<file path="src/rtl/t1e1_tx_pkg.sv">
package t1e1_tx_pkg;

  typedef enum logic [2:0] {
    SYM_SPACE   = 3'd0,
    SYM_MARK    = 3'd1,
    SYM_VIOL    = 3'd2,
    SYM_FIX_POS = 3'd3,
    SYM_FIX_NEG = 3'd4
  } sym_e;

  typedef enum logic [1:0] {
    CODE_AMI  = 2'd0,
    CODE_B8ZS = 2'd1,
    CODE_HDB3 = 2'd2,
    CODE_DUAL = 2'd3
  } code_e;

  // Protocol run lengths (fixed by the line codes)
  localparam int B8ZS_RUN = 8;
  localparam int HDB3_RUN = 4;

  function automatic code_e pick_code(input logic dual, input logic zs, input logic cept);
    if (dual)      return CODE_DUAL;
    else if (!zs)  return CODE_AMI;
    else if (cept) return CODE_HDB3;
    else           return CODE_B8ZS;
  endfunction

  // Eight-zero replacement, slot 0 is the newest bit: oldest-first 000VB0VB
  function automatic sym_e b8zs_slot(input int j);
    if (j == 4 || j == 1)      return SYM_VIOL;
    else if (j == 3 || j == 0) return SYM_MARK;
    else                       return SYM_SPACE;
  endfunction

endpackage

</file>
<file path="src/rtl/t1e1_sym_map.sv">
module t1e1_sym_map
  import t1e1_tx_pkg::*;
(
  input  logic dual_rail,
  input  logic nrz_data,
  input  logic pos_data,
  input  logic neg_data,
  output sym_e sym
);

  always_comb begin
    if (!dual_rail) begin
      sym = nrz_data ? SYM_MARK : SYM_SPACE;
    end else begin
      unique case ({pos_data, neg_data})
        2'b10:   sym = SYM_FIX_POS;
        2'b01:   sym = SYM_FIX_NEG;
        default: sym = SYM_SPACE;   // both or neither rail: null
      endcase
    end
  end

endmodule

</file>
<file path="src/rtl/t1e1_zs_window.sv">
module t1e1_zs_window
  import t1e1_tx_pkg::*;
#(
  parameter int MAX_D     = 8,
  parameter int AMI_DEPTH = 3
) (
  input  logic  clk,
  input  logic  rst,
  input  logic  bit_en,
  input  code_e code,
  input  sym_e  sym_in,
  input  logic  hdb3_odd,
  output sym_e  sym_out
);

  localparam int IDX_W = $clog2(MAX_D + 1);

  sym_e             win  [MAX_D];
  sym_e             cand [MAX_D];
  sym_e             nxt  [MAX_D];
  logic [IDX_W-1:0] depth;
  logic [IDX_W-1:0] fill;
  logic             run_zero;
  logic             run_real;
  logic             sub_b8;
  logic             sub_hd;

  always_comb begin
    unique case (code)
      CODE_B8ZS: depth = IDX_W'(B8ZS_RUN);
      CODE_HDB3: depth = IDX_W'(HDB3_RUN);
      default:   depth = IDX_W'(AMI_DEPTH);
    endcase
  end

  assign sym_out = win[depth - 1'b1];

  // Window as it will stand after this strobe, before any replacement
  generate
    for (genvar j = 0; j < MAX_D; j++) begin : g_cand
      if (j == 0) begin : g_new
        assign cand[j] = sym_in;
      end else begin : g_old
        assign cand[j] = win[j-1];
      end
    end
  endgenerate

  always_comb begin
    run_zero = 1'b1;
    for (int j = 0; j < MAX_D; j++) begin
      if (j < int'(depth) && cand[j] != SYM_SPACE) run_zero = 1'b0;
    end
  end

  // Only bits sampled after reset may form a run
  assign run_real = ({1'b0, fill} + 1'b1) >= {1'b0, depth};
  assign sub_b8   = (code == CODE_B8ZS) && run_zero && run_real;
  assign sub_hd   = (code == CODE_HDB3) && run_zero && run_real;

  always_comb begin
    for (int j = 0; j < MAX_D; j++) begin
      nxt[j] = cand[j];
      if (sub_b8 && j < B8ZS_RUN) nxt[j] = b8zs_slot(j);
      if (sub_hd) begin
        if (j == 0)                          nxt[j] = SYM_VIOL;
        else if (j == HDB3_RUN-1 && !hdb3_odd) nxt[j] = SYM_MARK;
      end
    end
  end

  always_ff @(posedge clk) begin
    if (rst) begin
      fill <= '0;
      for (int j = 0; j < MAX_D; j++) win[j] <= SYM_SPACE;
    end else if (bit_en) begin
      if (fill != IDX_W'(MAX_D)) fill <= fill + 1'b1;
      for (int j = 0; j < MAX_D; j++) win[j] <= nxt[j];
    end
  end

  // an eight-zero replacement leaves a violation in the newest-but-one slot
  a_r3_b8_slot: assert property (@(posedge clk) disable iff (rst)
    (bit_en && sub_b8) |=> (win[1] == SYM_VIOL && win[0] == SYM_MARK));

  // no run is replaced before the window holds only post-reset bits
  a_r5_fill_gate: assert property (@(posedge clk) disable iff (rst)
    (bit_en && fill == '0 && depth > 1) |=> (win[0] != SYM_VIOL));

endmodule

</file>
<file path="src/rtl/t1e1_pulse_drive.sv">
module t1e1_pulse_drive
  import t1e1_tx_pkg::*;
(
  input  logic  clk,
  input  logic  rst,
  input  logic  bit_en,
  input  code_e code,
  input  sym_e  sym,
  output logic  hdb3_odd,
  output logic  tip,
  output logic  ring
);

  logic last_pos;   // polarity of the most recent coded pulse
  logic odd_cnt;    // B pulses since last V, modulo 2

  // Parity as it stands once the outgoing symbol has been sent
  always_comb begin
    if (sym == SYM_VIOL)      hdb3_odd = 1'b0;
    else if (sym == SYM_MARK) hdb3_odd = ~odd_cnt;
    else                      hdb3_odd = odd_cnt;
  end

  always_ff @(posedge clk) begin
    if (rst) begin
      tip      <= 1'b0;
      ring     <= 1'b0;
      last_pos <= 1'b0;
      odd_cnt  <= 1'b0;
    end else if (bit_en) begin
      odd_cnt <= hdb3_odd;
      unique case (sym)
        SYM_MARK: begin
          tip      <= ~last_pos;
          ring     <= last_pos;
          last_pos <= ~last_pos;
        end
        SYM_VIOL: begin
          tip  <= last_pos;
          ring <= ~last_pos;
        end
        SYM_FIX_POS: begin
          tip  <= 1'b1;
          ring <= 1'b0;
        end
        SYM_FIX_NEG: begin
          tip  <= 1'b0;
          ring <= 1'b1;
        end
        default: begin
          tip  <= 1'b0;
          ring <= 1'b0;
        end
      endcase
    end
  end

  // Checker state observed at the output pins
  logic en_q, viol_q, mk_seen, mk_prev, v_seen, v_prev;
  always_ff @(posedge clk) begin
    if (rst) begin
      en_q <= 1'b0; viol_q <= 1'b0;
      mk_seen <= 1'b0; mk_prev <= 1'b0;
      v_seen <= 1'b0; v_prev <= 1'b0;
    end else begin
      en_q   <= bit_en;
      viol_q <= bit_en && sym == SYM_VIOL;
      if (en_q && (tip || ring)) begin
        mk_seen <= 1'b1;
        mk_prev <= tip;
      end
      if (en_q && viol_q) begin
        v_seen <= 1'b1;
        v_prev <= tip;
      end
    end
  end

  a_r2_one_rail: assert property (@(posedge clk) disable iff (rst) !(tip && ring));

  a_r7_hold: assert property (@(posedge clk) disable iff (rst)
    !bit_en |=> ($stable(tip) && $stable(ring)));

  a_r8_reset_low: assert property (@(posedge clk) rst |=> (!tip && !ring));

  a_r1_ami_alt: assert property (@(posedge clk) disable iff (rst)
    (code == CODE_AMI && en_q && (tip || ring) && mk_seen) |-> (tip != mk_prev));

  a_r1_first_pos: assert property (@(posedge clk) disable iff (rst)
    (code == CODE_AMI && en_q && (tip || ring) && !mk_seen) |-> tip);

  a_r4_v_alt: assert property (@(posedge clk) disable iff (rst)
    (code == CODE_HDB3 && en_q && viol_q && v_seen) |-> (tip != v_prev));

endmodule

</file>
<file path="src/rtl/t1e1_tx_encoder.sv">
module t1e1_tx_encoder
  import t1e1_tx_pkg::*;
#(
  parameter int AMI_DEPTH = 3
) (
  input  logic clk,
  input  logic rst,
  input  logic bit_en,
  input  logic dual_rail,
  input  logic zs_en,
  input  logic rate_cept,
  input  logic nrz_data,
  input  logic pos_data,
  input  logic neg_data,
  output logic tip_pulse,
  output logic ring_pulse
);

  localparam int MAX_D = (AMI_DEPTH > B8ZS_RUN) ? AMI_DEPTH : B8ZS_RUN;

  code_e code;
  sym_e  sym_in;
  sym_e  sym_out;
  logic  hdb3_odd;

  assign code = pick_code(dual_rail, zs_en, rate_cept);

  t1e1_sym_map u_map (
    .dual_rail (dual_rail),
    .nrz_data  (nrz_data),
    .pos_data  (pos_data),
    .neg_data  (neg_data),
    .sym       (sym_in)
  );

  t1e1_zs_window #(
    .MAX_D     (MAX_D),
    .AMI_DEPTH (AMI_DEPTH)
  ) u_win (
    .clk      (clk),
    .rst      (rst),
    .bit_en   (bit_en),
    .code     (code),
    .sym_in   (sym_in),
    .hdb3_odd (hdb3_odd),
    .sym_out  (sym_out)
  );

  t1e1_pulse_drive u_drv (
    .clk      (clk),
    .rst      (rst),
    .bit_en   (bit_en),
    .code     (code),
    .sym      (sym_out),
    .hdb3_odd (hdb3_odd),
    .tip      (tip_pulse),
    .ring     (ring_pulse)
  );

endmodule

</file>
<file path="config.mk">
export PLATFORM = sky130hd
export DESIGN_NAME = t1e1_tx_encoder
export DESIGN_NICKNAME = d
export VERILOG_FILES = /design/src/rtl/t1e1_tx_pkg.sv /design/src/rtl/t1e1_sym_map.sv /design/src/rtl/t1e1_zs_window.sv /design/src/rtl/t1e1_pulse_drive.sv /design/src/rtl/t1e1_tx_encoder.sv
export SDC_FILE = /design/constraint.sdc
export NUM_CORES = 1
export LEC_CHECK = 0
export ABC_AREA = 0
export ABC_CLOCK_PERIOD_IN_PS = 2650
export BUFFER_PORTS_ARGS = -buffer_cell sky130_fd_sc_hd__buf_4
export CORE_ASPECT_RATIO = 0.8
export CORE_MARGIN = 2
export CORE_UTILIZATION = 59
export CTS_CLUSTER_SIZE = 25
export DETAILED_ROUTE_END_ITERATION = 16
export GPL_ROUTABILITY_DRIVEN = 0
export PLACE_DENSITY = 0.83
export SLEW_MARGIN = 20
export SYNTH_ARGS = -nofsm -noshare
export SYNTH_HDL_FRONTEND = slang
export SYNTH_SLANG_ARGS = --single-unit
export TNS_END_PERCENT = 100
</file>
<file path="constraint.sdc">
create_clock -name clk -period 2.65 [get_ports clk]
set_input_delay 0.265 -clock clk [delete_from_list [all_inputs] [get_ports clk]]
set_output_delay 0.265 -clock clk [all_outputs]
set_load 0.02 [all_outputs]
</file>
Word level (Yosys, flattened, before mapping)
Memories as Yosys holds them, arrays and structs flattened.
Index checks and enable logic that the tools add are counted.
- latch bits: 0
- register bits after elaboration: 8
- memory bits (read-only): 0
- word-level logic and storage cells: 102
- memories kept: 1
- RAM bits: 24
- memory list (memory ; words ; bits a word ; read ports ; clocked after memory_dff ; wr ports ; RTL line ; source):
    u_win.win ; 8 ; 3 ; 8 ; 0 ; 8 ; t1e1_zs_window.sv:18 ; sym_e win [MAX_D];
- bitwise gates (word level): 10
- $lt $le $gt $ge: 9
- shift-type cells: 0
- eq/ne operators: 9
- divide/modulo/power cells: 0
- add/sub/neg operators: 3
- multipliers: 0
- mux-type cells: 43
- reductions and logical operators: 22
- operators with widths (operator ; number):
    $mux W3 ; 20
    $reduce_bool A3 Y1 ; 8
    $lt A3 B4 Y1 const A ; 4
    $mux W1 ; 16
    $logic_and A1 B1 Y1 ; 12
    $lt A1 B4 Y1 const A ; 2
    $lt A2 B4 Y1 const A ; 2
    $or A1 B1 Y1 ; 8
    $pmux W4 S2 ; 1
    $eq A3 B2 Y1 const B ; 2
    $mux W2 ; 3
    $pmux W1 S3 ; 2
    $pmux W3 S2 ; 1
    $add A4 B1 Y5 const B ; 1
    $ge A5 B4 Y1 ; 1
    $add A4 B1 Y4 const B ; 1
    $eq A2 B1 Y1 const B ; 2
    $eq A2 B2 Y1 const B ; 2
    $ne A4 B4 Y1 const B ; 1
    $reduce_and A2 Y1 ; 2
    $eq A3 B1 Y1 const B ; 1
    $eq A3 B3 Y1 const B ; 1
    $sub A3 B1 Y3 const B ; 1
    $not A1 Y1 ; 2

Longest topological paths before layout
Gate-level depths: netlist of the first run.
- word-level depth: 21
- gate-level depth with buffers: 11
- gate-level depth less buffers: 10

Modules after synthesis
From an unflattened synthesis of the first run, not the netlist that was laid out.
- cell total of the unflattened synthesis: 154
- area, all modules: 1742.9 um^2
- modules (own cells, without submodules) (module ; instances ; seq. area each (um^2) ; area an instance (um^2) ; cells each):
    t1e1_zs_window ; 1 ; 800.8 ; 1458.9 ; 118
    t1e1_pulse_drive ; 1 ; 80.1 ; 236.5 ; 28
    t1e1_sym_map ; 1 ; 0.0 ; 27.5 ; 5
    t1e1_tx_encoder ; 1 ; 0.0 ; 20.0 ; 3

Least setup slack after synthesis of the first run
No wires, ideal clock.
- path type: input to register
- start point: in rate_cept
- end point: mem u_win.win[3][2] (netlist name), data pin
- path slack: 0.192 ns
- library setup time: 0.255 ns
- stages: 9
- arrival time: 2.202 ns
- path buffers: 0
- path through: inv_1 -> a21oi_1 -> inv_1 -> ha_1 -> mux4_2 -> a21o_1 -> a211oi_2 -> nor4b_4 -> and3b_1
- RTL lines (item ; RTL line ; source):
    start, declared ; t1e1_tx_encoder.sv:11 ; input logic rate_cept,
    end, declared ; t1e1_zs_window.sv:18 ;

==> results of run 1 <==
critical path, stage by stage, from the launching register on:
cell and delay, ns:
dfxtp_1 0.43, inv_1 0.07, ha_1 0.32, ha_1 0.28
a211oi_1 0.34, o21a_1 0.23, nor4_1 0.07, buf_4 0.15
o31a_1 0.27
logic make-up (layout without fill, tap and decap cells):
kind of cell | Yosys count | after routing | synth area share (%)
AO/OA/AOI/OAI | 23 | 23 | 9.52
XOR/XNOR | 5 | 5 | 2.54
adder cells (fa/ha/maj) | 10 | 10 | 7.27
buffers and inverters | 13 | 37 | 2.83
flip-flops | 32 | 32 | 51.2
multiplexers | 5 | 5 | 5.16
AND/OR/NAND/NOR | 63 | 63 | 21.5
final timing paths:
kind	startpoint	slack, ns	to	cells after the start
max reg2reg	u_win.fill[0]$_SDFFE_PP0P_	0.25	u_win.win[3][0]$_SDFFCE_PN0P_	8
min reg2reg	u_drv.ring$_SDFFE_PP0P_	0.50	u_drv.ring$_SDFFE_PP0P_	2
max	u_win.fill[0]$_SDFFE_PP0P_	0.25	u_win.win[3][0]$_SDFFCE_PN0P_	8
min	bit_en	0.17	u_drv.ring$_SDFFE_PP0P_	2
cell usage in the layout, fill, tap and decap left out, drive strengths merged, types with 3 or more instances in the layout:
| cell type | Yosys | final |
|---|---|---|
| edfxtp | 24 | 24 |
| buf | 0 | 18 |
| and2 | 17 | 17 |
| nor2 | 12 | 12 |
| inv | 11 | 11 |
| ha | 10 | 10 |
| dfxtp | 8 | 8 |
| nand2 | 7 | 7 |
| clkbuf | 2 | 7 |
| nor4 | 6 | 6 |
| a21oi | 5 | 5 |
| xnor2 | 4 | 4 |
| nor3 | 4 | 4 |
| nand3b | 3 | 3 |
| nand2b | 3 | 3 |
| o21ai | 3 | 3 |
| o21a | 3 | 3 |
| mux4 | 3 | 3 |
layer usage:
layer	share of wire [%]	global-route usage, %
met1	44	29.0
met2	48	38.5
met3	5.1	5.81
met4	2.3	12.1
met5	0	0
metrics by stage:
stage / setup TNS (ns) / cell area [um^2]
2_1_floorplan: 0 / 1720
3_3_place_gp: 0 / 1900
3_5_place_dp: -0.0486 / 1900
4_1_cts: 0 / 1990
5_1_grt: 0 / 1990
6_report: 0 / 1990
area by class of cell:
type | instances | area, um^2
Timing Repair Buffer | 18 | 135
Tap cell | 38 | 47.5
Fill cell | 202 | 773
Clock buffer | 7 | 65.1
Multi-Input combinational cell | 106 | 792
Inverter | 11 | 41.3
Clock inverter | 1 | 30.0
Sequential cell | 32 | 881
state kept, by name, summed over array words and instances (netlist names):
register,count
u_drv.tip,1
u_drv.odd_cnt,1
u_drv.last_pos,1
u_drv.ring,1
u_win.fill,4
u_win.win,24
where the power goes:
part           switching [uW]  internal, uW
Combinational             109           103
Clock                     171           250
Sequential               26.7           574
==> impl_metrics.toml, run 1 <==
[drt]
firstDrtPassIters = 4
antenna_left = 0
routedWlPerCell_um = 15.6
vias = 1232
wirelength_um = 3320
via_per_inst = 5.78
drc = 0
initialDrtViolationCount = 75

[synthesis]
yosysMostFrequentCell = "edfxtp_1"
ys.flop_type = "edfxtp_1"
syn_avg_cell_area_um2 = 11.4
ys_types = 39
synth_area_leader_cell = "edfxtp_1"
synth_common_cells = "edfxtp_1, and2_1, nor2_1"
async_reset_ff_share_pct = 0
synth_cells = 151
synth_seq_cells = 32
synth.top_cells.by_area = "edfxtp_1, dfxtp_1, ha_1"
syn-num-nets = 170
ys_seq_area_share_pct = 51.2
synth-edff-count = 24
synth_area_um2 = 1720
ys_warn_count = 0
synth_top_area_share_pct = 41.9

[global_routing]
grt_max_degree = 26
grt_overflow = 0
antenna_found_initial = 0
grt_pass1_vias = 1273
grt_first_pass_wirelength_um = 5710
globalRouteTotalUtil_pct = 23.4

[die]
start_util_pct = 62.3
core_um2 = 2770
pin_count = 11
die-width_um = 64.4
dieArea_um2 = 3370
rows = 17
die_h_um = 52.3

[timing]
period_share_pct = 90.4
period_needed_ns = 2.40
slew_headroom_pct = 62.0
finalMaxSlewViolations = 0
rsz0062_at_grt = "no"
fin_skew_ns = 0.00834
setup_slack_ns = 0.254
worstMarginPinSlew_ns = 0.571
hold_viol = 0
hold_ws_ns = 0.173
setup_viol = 0
max_clock_freq_mhz = 417

[place]
place_inst = 205
port_buffers = 10
place_hpwl_um = 2450
pre_cts_slack_ns = -0.0266

[worst_setup_path]
worstPathRequired_ns = 2.75
cp_max_fo = 5
worstSetupStartpointType = "register"
worstPathArrival_ns = 2.50
cp-end-kind = "register"
path_class = "register to register"

[cells_and_area]
final_layout_size_suffix_gt1_share_pct = 20.0
n_antenna_cell = 0
final_util_pct = 72.0
stdcell_count = 213
syn2layout_area_growth_pct = 15.7
nets = 193

[pwr]
p_per_area_nw_per_um2 = 620
totalPowerFinal_uw = 1230
power_leakage_uw = 0.000835
ir_drop_mv = 0.402

[run]
cap_violations = 0

[cts]
cts_resized = 0
cts.clk_slew.worst_paths_ns = 0.11
insertion_delay_ns = 0.34
cts_buffer_depth = 2
postCtsHoldBufs = 0
cts_buffers = 5
h-tree-depth = 2
cts_num_sinks = 32
cts_tree = "done"
clock-root-buffer = "clkbuf_4"
cts_setup_buffers = 0

[hold_path]
worstHoldPathType = "input port to register"

[status]
status = "complete, no violations"
(Power assumes the default switching activity.)
==> run 2: changes to the inputs <==
Settings changed: ABC_AREA 0 to 1, CORE_UTILIZATION 59 to 60, PLACE_DENSITY 0.83 to 0.84.
==> run 2 against run 1 <==
Net effect: global-route usage decreased by 0.69 points; wire length increased by 6.2%; clock skew decreased by 0.0061 ns; cell count increased by 35%; largest power group unchanged.
==> impl_metrics.toml, run 2 <==
[global_routing]
antenna_found_initial = 0
globalRouteTotalUtil_pct = 22.7
grt_pass1_vias = 1382
grt_overflow = 0
grt_max_degree = 26
grt_first_pass_wirelength_um = 6000

[synthesis]
synth_cells = 229
synth-edff-count = 24
synth_common_cells = "inv_1, nand2_1, nor2_1"
ys.flop_type = "edfxtp_1"
ys_seq_area_share_pct = 45.7
yosysMostFrequentCell = "inv_1"
async_reset_ff_share_pct = 0
syn-num-nets = 248
synth_seq_cells = 32
ys_warn_count = 0
syn_avg_cell_area_um2 = 8.41
ys_types = 27
synth_area_leader_cell = "edfxtp_1"
synth_top_area_share_pct = 37.4
synth_area_um2 = 1930
synth.top_cells.by_area = "edfxtp_1, inv_1, dfxtp_1"

[status]
status = "complete, no violations"

[place]
place_inst = 280
place_hpwl_um = 2650
port_buffers = 10

[worst_setup_path]
cp-end-kind = "register"
worstPathArrival_ns = 2.30
worstPathRequired_ns = 2.69
worstSetupStartpointType = "input port"
cp_max_fo = 7
path_class = "input port to register"

[cts]
cts_buffer_depth = 2
cts_buffers = 5
postCtsHoldBufs = 0
cts.clk_slew.worst_paths_ns = 0.07
h-tree-depth = 2
cts_setup_buffers = 0
cts_num_sinks = 32
cts_resized = 0
insertion_delay_ns = 0.29
clock-root-buffer = "clkbuf_8"
cts_tree = "done"

[die]
dieArea_um2 = 3680
core_um2 = 3090
die_h_um = 54.7
die-width_um = 67.4
pin_count = 11
rows = 18
start_util_pct = 62.4

[timing]
finalMaxSlewViolations = 0
rsz0062_at_grt = "no"
hold_viol = 0
worstMarginPinSlew_ns = 0.934
fin_skew_ns = 0.00221
setup_viol = 0
period_share_pct = 85.1
max_clock_freq_mhz = 444
slew_headroom_pct = 37.7
tns_ns = 0
period_needed_ns = 2.25

[cells_and_area]
mostFrequentLayoutCell = "inv_1"
top_register = "u_win.win"
final_layout_size_suffix_gt1_share_pct = 18.5
final_util_pct = 69.9
stdcell_count = 288
largest_reg_flops = 24
n_antenna_cell = 0
reg_top3 = "u_win.win: 24 flops, u_win.fill: 4 flops"
syn2layout_area_growth_pct = 11.9
final_cell_mix = "inv_1, nor2_1, nand2_1"
nets = 266

[pwr]
power_leakage_uw = 0.000979
p_per_area_nw_per_um2 = 619
ir_drop_mv = 0.422
totalPowerFinal_uw = 1340

[drt]
firstDrtPassIters = 4
drc = 0
antenna_left = 0
vias = 1485
routedWlPerCell_um = 12.2
wirelength_um = 3520
initialDrtViolationCount = 62
via_per_inst = 5.16

[hold_path]
worstHoldPathType = "input port to register"

[run]
cap_violations = 0
==> run 2: cell count changes after synthesis, sizes merged, moves of 6 or more <==
cell,before,now
nand2,7,38
nand3,2,19
nor2,12,50
inv,11,49
and2,17,0
nor4,6,0
o21ai,3,12
==> run 2: worst paths after layout <==
kind / startpoint / end / slack, ns / depth (start not counted)
worst min-delay path: rst / u_drv.last_pos$_SDFFE_PP0P_ / 0.14 / 2
worst max register to register: u_win.fill[0]$_SDFFE_PP0P_ / u_win.win[3][2]$_SDFFCE_PN0P_ / 0.40 / 10
worst min register to register: u_drv.ring$_SDFFE_PP0P_ / u_drv.ring$_SDFFE_PP0P_ / 0.46 / 2
worst max-delay path: rate_cept / u_win.win[3][2]$_SDFFCE_PN0P_ / 0.40 / 13
==> run 2: area by class of cell <==
cell class              count  area (um^2)
flip-flops and latches     32          881
fillers                   251          930
multi-input cells         146          828
clock inverters             2         35.0
well taps                  40         50.0
inverters                  49          191
repair buffers             13         97.6
clock buffers               6         72.6
==> run 2: logic make-up after synthesis <==
| kind of cell | share of synthesized area, % |
|---|---|
| AO/OA/AOI/OAI | 6.95 |
| buffers and inverters | 11.3 |
| adder cells (fa/ha/maj) | 6.49 |
| flip-flops | 45.7 |
| AND/OR/NAND/NOR | 28.6 |
| XOR/XNOR | 0.909 |
==> run 2: worst max-delay path, cell delays in order <==
cell     delay (ns)
buf_4          0.11
a21oi_1        0.17
inv_1          0.08
ha_1           0.41
inv_8          0.06
ha_1           0.29
nand4_1        0.09
nor2_1         0.28
nor2_8         0.10
nor2_2         0.20
nand2_2        0.09
nand2_1        0.08
nor2_1         0.05
==> run 2: power by group <==
part | leakage, uW | switching [uW] | internal [uW]
clock network | 0.0000552 | 190 | 279
registers | 0.000331 | 22.2 | 576
logic | 0.000593 | 173 | 95.2
==> run 2: per-layer routing <==
metal  part of all wire, %  vias to the layer above  GRT usage, %
li1                      -                      761             -
met1                    48                      688          28.2
met2                    46                       28          39.4
met3                   4.5                        8          6.17
met4                   1.2                        0          6.12
met5                     0                        -             0
==> run 2: through the flow <==
step	hold WS (ns)	setup slack, ns	cell area, um^2
3_3_place_gp	0.440	0.137	2050
2_1_floorplan	0.334	0.287	1930
6_report	0.144	0.396	2160
4_1_cts	0.142	0.386	2160
3_5_place_dp	0.449	0.0844	2050
5_1_grt	0.152	0.210	2160
==> run 3: changes to the inputs <==
Settings changed: ABC_CLOCK_PERIOD_IN_PS 2650 to 2900, SYNTH_HIERARCHICAL set to 1.
Clock period 2.65 ns to 2.9 ns, I/O delays scaled along.
==> run 3 against run 2 <==
Net effect: synthesized cell count up 2.2%; via count down 2.0%; sequential power down 8.4%; setup slack better by 0.21 ns; first-iteration DRC count up 79%; die area down 3.0%; clock-buffer cell count up 1; synthesized area down 3.2%; cell area down 4.5%.
==> impl_metrics.toml, run 3 <==
[synthesis]
synth-edff-count = 24
synth_cells = 234
ys.flop_type = "edfxtp_1"
async_reset_ff_share_pct = 0
ys_warn_count = 6
synth_seq_cells = 32
synth_common_cells = "inv_1, nor2_1, nand2_1"
ys_seq_area_share_pct = 47.2
syn-num-nets = 253
synth_top_area_share_pct = 38.7
synth_area_leader_cell = "edfxtp_1"
ys_types = 22
synth_area_um2 = 1860
synth.top_cells.by_area = "edfxtp_1, inv_1, nor2_1"
yosysMostFrequentCell = "inv_1"
syn_avg_cell_area_um2 = 7.97

[global_routing]
grt_max_degree = 25
grt_first_pass_wirelength_um = 5420
grt_overflow = 0
top_usage_layer = "met2"
grt_pass1_vias = 1314
grt_util_met3_pct = 7.74
antenna_found_initial = 0
grt_util_met2_pct = 36.2
globalRouteTotalUtil_pct = 21.3
grt_use_met1_pct = 26.1

[cells_and_area]
final_layout_size_suffix_gt1_share_pct = 13.5
final_cell_mix = "inv_1, nor2_1, nand2_1"
mostFrequentLayoutCell = "inv_1"
reg_top3 = "u_win/win: 24 flops, u_win/fill: 4 flops"
nets = 269
design_area_um2 = 2060
n_antenna_cell = 0
syn2layout_area_growth_pct = 10.5
top_register = "u_win/win"
largest_reg_flops = 24
final_util_pct = 68.2

[timing]
rsz0062_at_grt = "no"
fin_skew_ns = 0.00163
period_share_pct = 79.2
max_clock_freq_mhz = 436
period_needed_ns = 2.30
hold_viol = 0
setup_viol = 0
worstMarginPinSlew_ns = 1.01
tns_ns = 0
slew_headroom_pct = 32.8
finalMaxSlewViolations = 0

[cts]
cts_resized = 0
cts_num_sinks = 32
cts_tree = "done"
postCtsHoldBufs = 0
cts_setup_buffers = 0
clock-root-buffer = "clkbuf_8"
cts.clk_slew.worst_paths_ns = 0.06
cts_buffer_depth = 2
insertion_delay_ns = 0.28
cts_buffers = 5
h-tree-depth = 2

[die]
pin_count = 11
dieArea_um2 = 3570
start_util_pct = 61.8
rows = 18
die_h_um = 53.9
die-width_um = 66.3
core_um2 = 3020

[pwr]
p_per_area_nw_per_um2 = 533
ir_drop_mv = 0.398
totalPowerFinal_uw = 1100
power_leakage_uw = 0.000996

[place]
post_dp_cell_area_um2 = 1980
place_hpwl_um = 2550
port_buffers = 10

[worst_setup_path]
worstPathRequired_ns = 2.94
cp-end-kind = "register"
cp_max_fo = 9
path_class = "input port to register"
worstPathArrival_ns = 2.34
worstSetupStartpointType = "input port"

[drt]
antenna_left = 0
via_per_inst = 5.00
vias = 1455
wirelength_um = 3330
firstDrtPassIters = 4
drc = 0
initialDrtViolationCount = 111
routedWlPerCell_um = 11.5

[run]
cap_violations = 0

[status]
status = "complete, no violations"

[hold_path]
worstHoldPathType = "input port to register"
[run 3: layout make-up]
| class | count | area [um^2] |
|---|---|---|
| Clock inverter | 1 | 5.00 |
| Timing Repair Buffer | 10 | 75.1 |
| Multi-Input combinational cell | 145 | 762 |
| Fill cell | 271 | 958 |
| Clock buffer | 7 | 76.3 |
| Sequential cell | 32 | 881 |
| Inverter | 56 | 210 |
| Tap cell | 40 | 50.0 |
[run 3: path summary, 6_finish.rpt]
| kind | startpoint | endpoint | slack [ns] | depth (start not counted) |
|---|---|---|---|---|
| worst max register to register | u_win/fill[0]$_SDFFE_PP0P_ | u_win/win[6][1]$_SDFFCE_PP0P_ | 0.72 | 12 |
| worst min register to register | u_win/fill[1]$_SDFFE_PP0P_ | u_win/fill[1]$_SDFFE_PP0P_ | 0.50 | 2 |
| worst max-delay path | rate_cept | u_win/win[3][1]$_SDFFCE_PN0P_ | 0.60 | 18 |
| worst min-delay path | bit_en | u_drv/odd_cnt$_SDFFE_PP0P_ | 0.24 | 2 |
[run 3: where the power goes]
part           switching, uW  leakage [uW]  internal, uW
clock network            161     0.0000422           168
registers               20.7      0.000332           527
logic                    141      0.000622          80.8
[run 3: critical path, stage by stage]
cell and delay, ns:
buf_4 0.11, inv_1 0.04, nand2_1 0.04, nand2_1 0.09, inv_1 0.07, ha_1 0.39
inv_2 0.16, o21ai_0 0.09, o22ai_1 0.32, inv_2 0.09, nand3_2 0.10, nand2_1 0.07
nand3_2 0.07, inv_1 0.04, inv_1 0.06, nand4_1 0.16, nand2_1 0.09, nor2_1 0.04
[run 3: logic make-up after synthesis]
logic type                 after synthesis  synth area share [%]
AOI/OAI and AO/OA                       30                  8.86
xor gates and xnor gates                 2                 0.940
adders and majority gates               10                  6.71
buffers and inverters                   57                  11.9
DFF                                     32                  47.2
and+or+nand+nor                        103                  24.4
[run 3: per-layer routing]
layer	part of all wire (%)	wire length, um
met5	0	0
met2	49	1630
met1	46	1540
met3	4.5	149
met4	0.57	19
[run 3: through the flow]
step	std cells	worst slack, ns	hold slack (ns)
floorplan	234	0.661	0.374
global placement	283	0.330	0.481
detailed placement	283	0.336	0.498
CTS	291	0.636	0.238
global route	291	0.285	0.254
finish	291	0.604	0.242
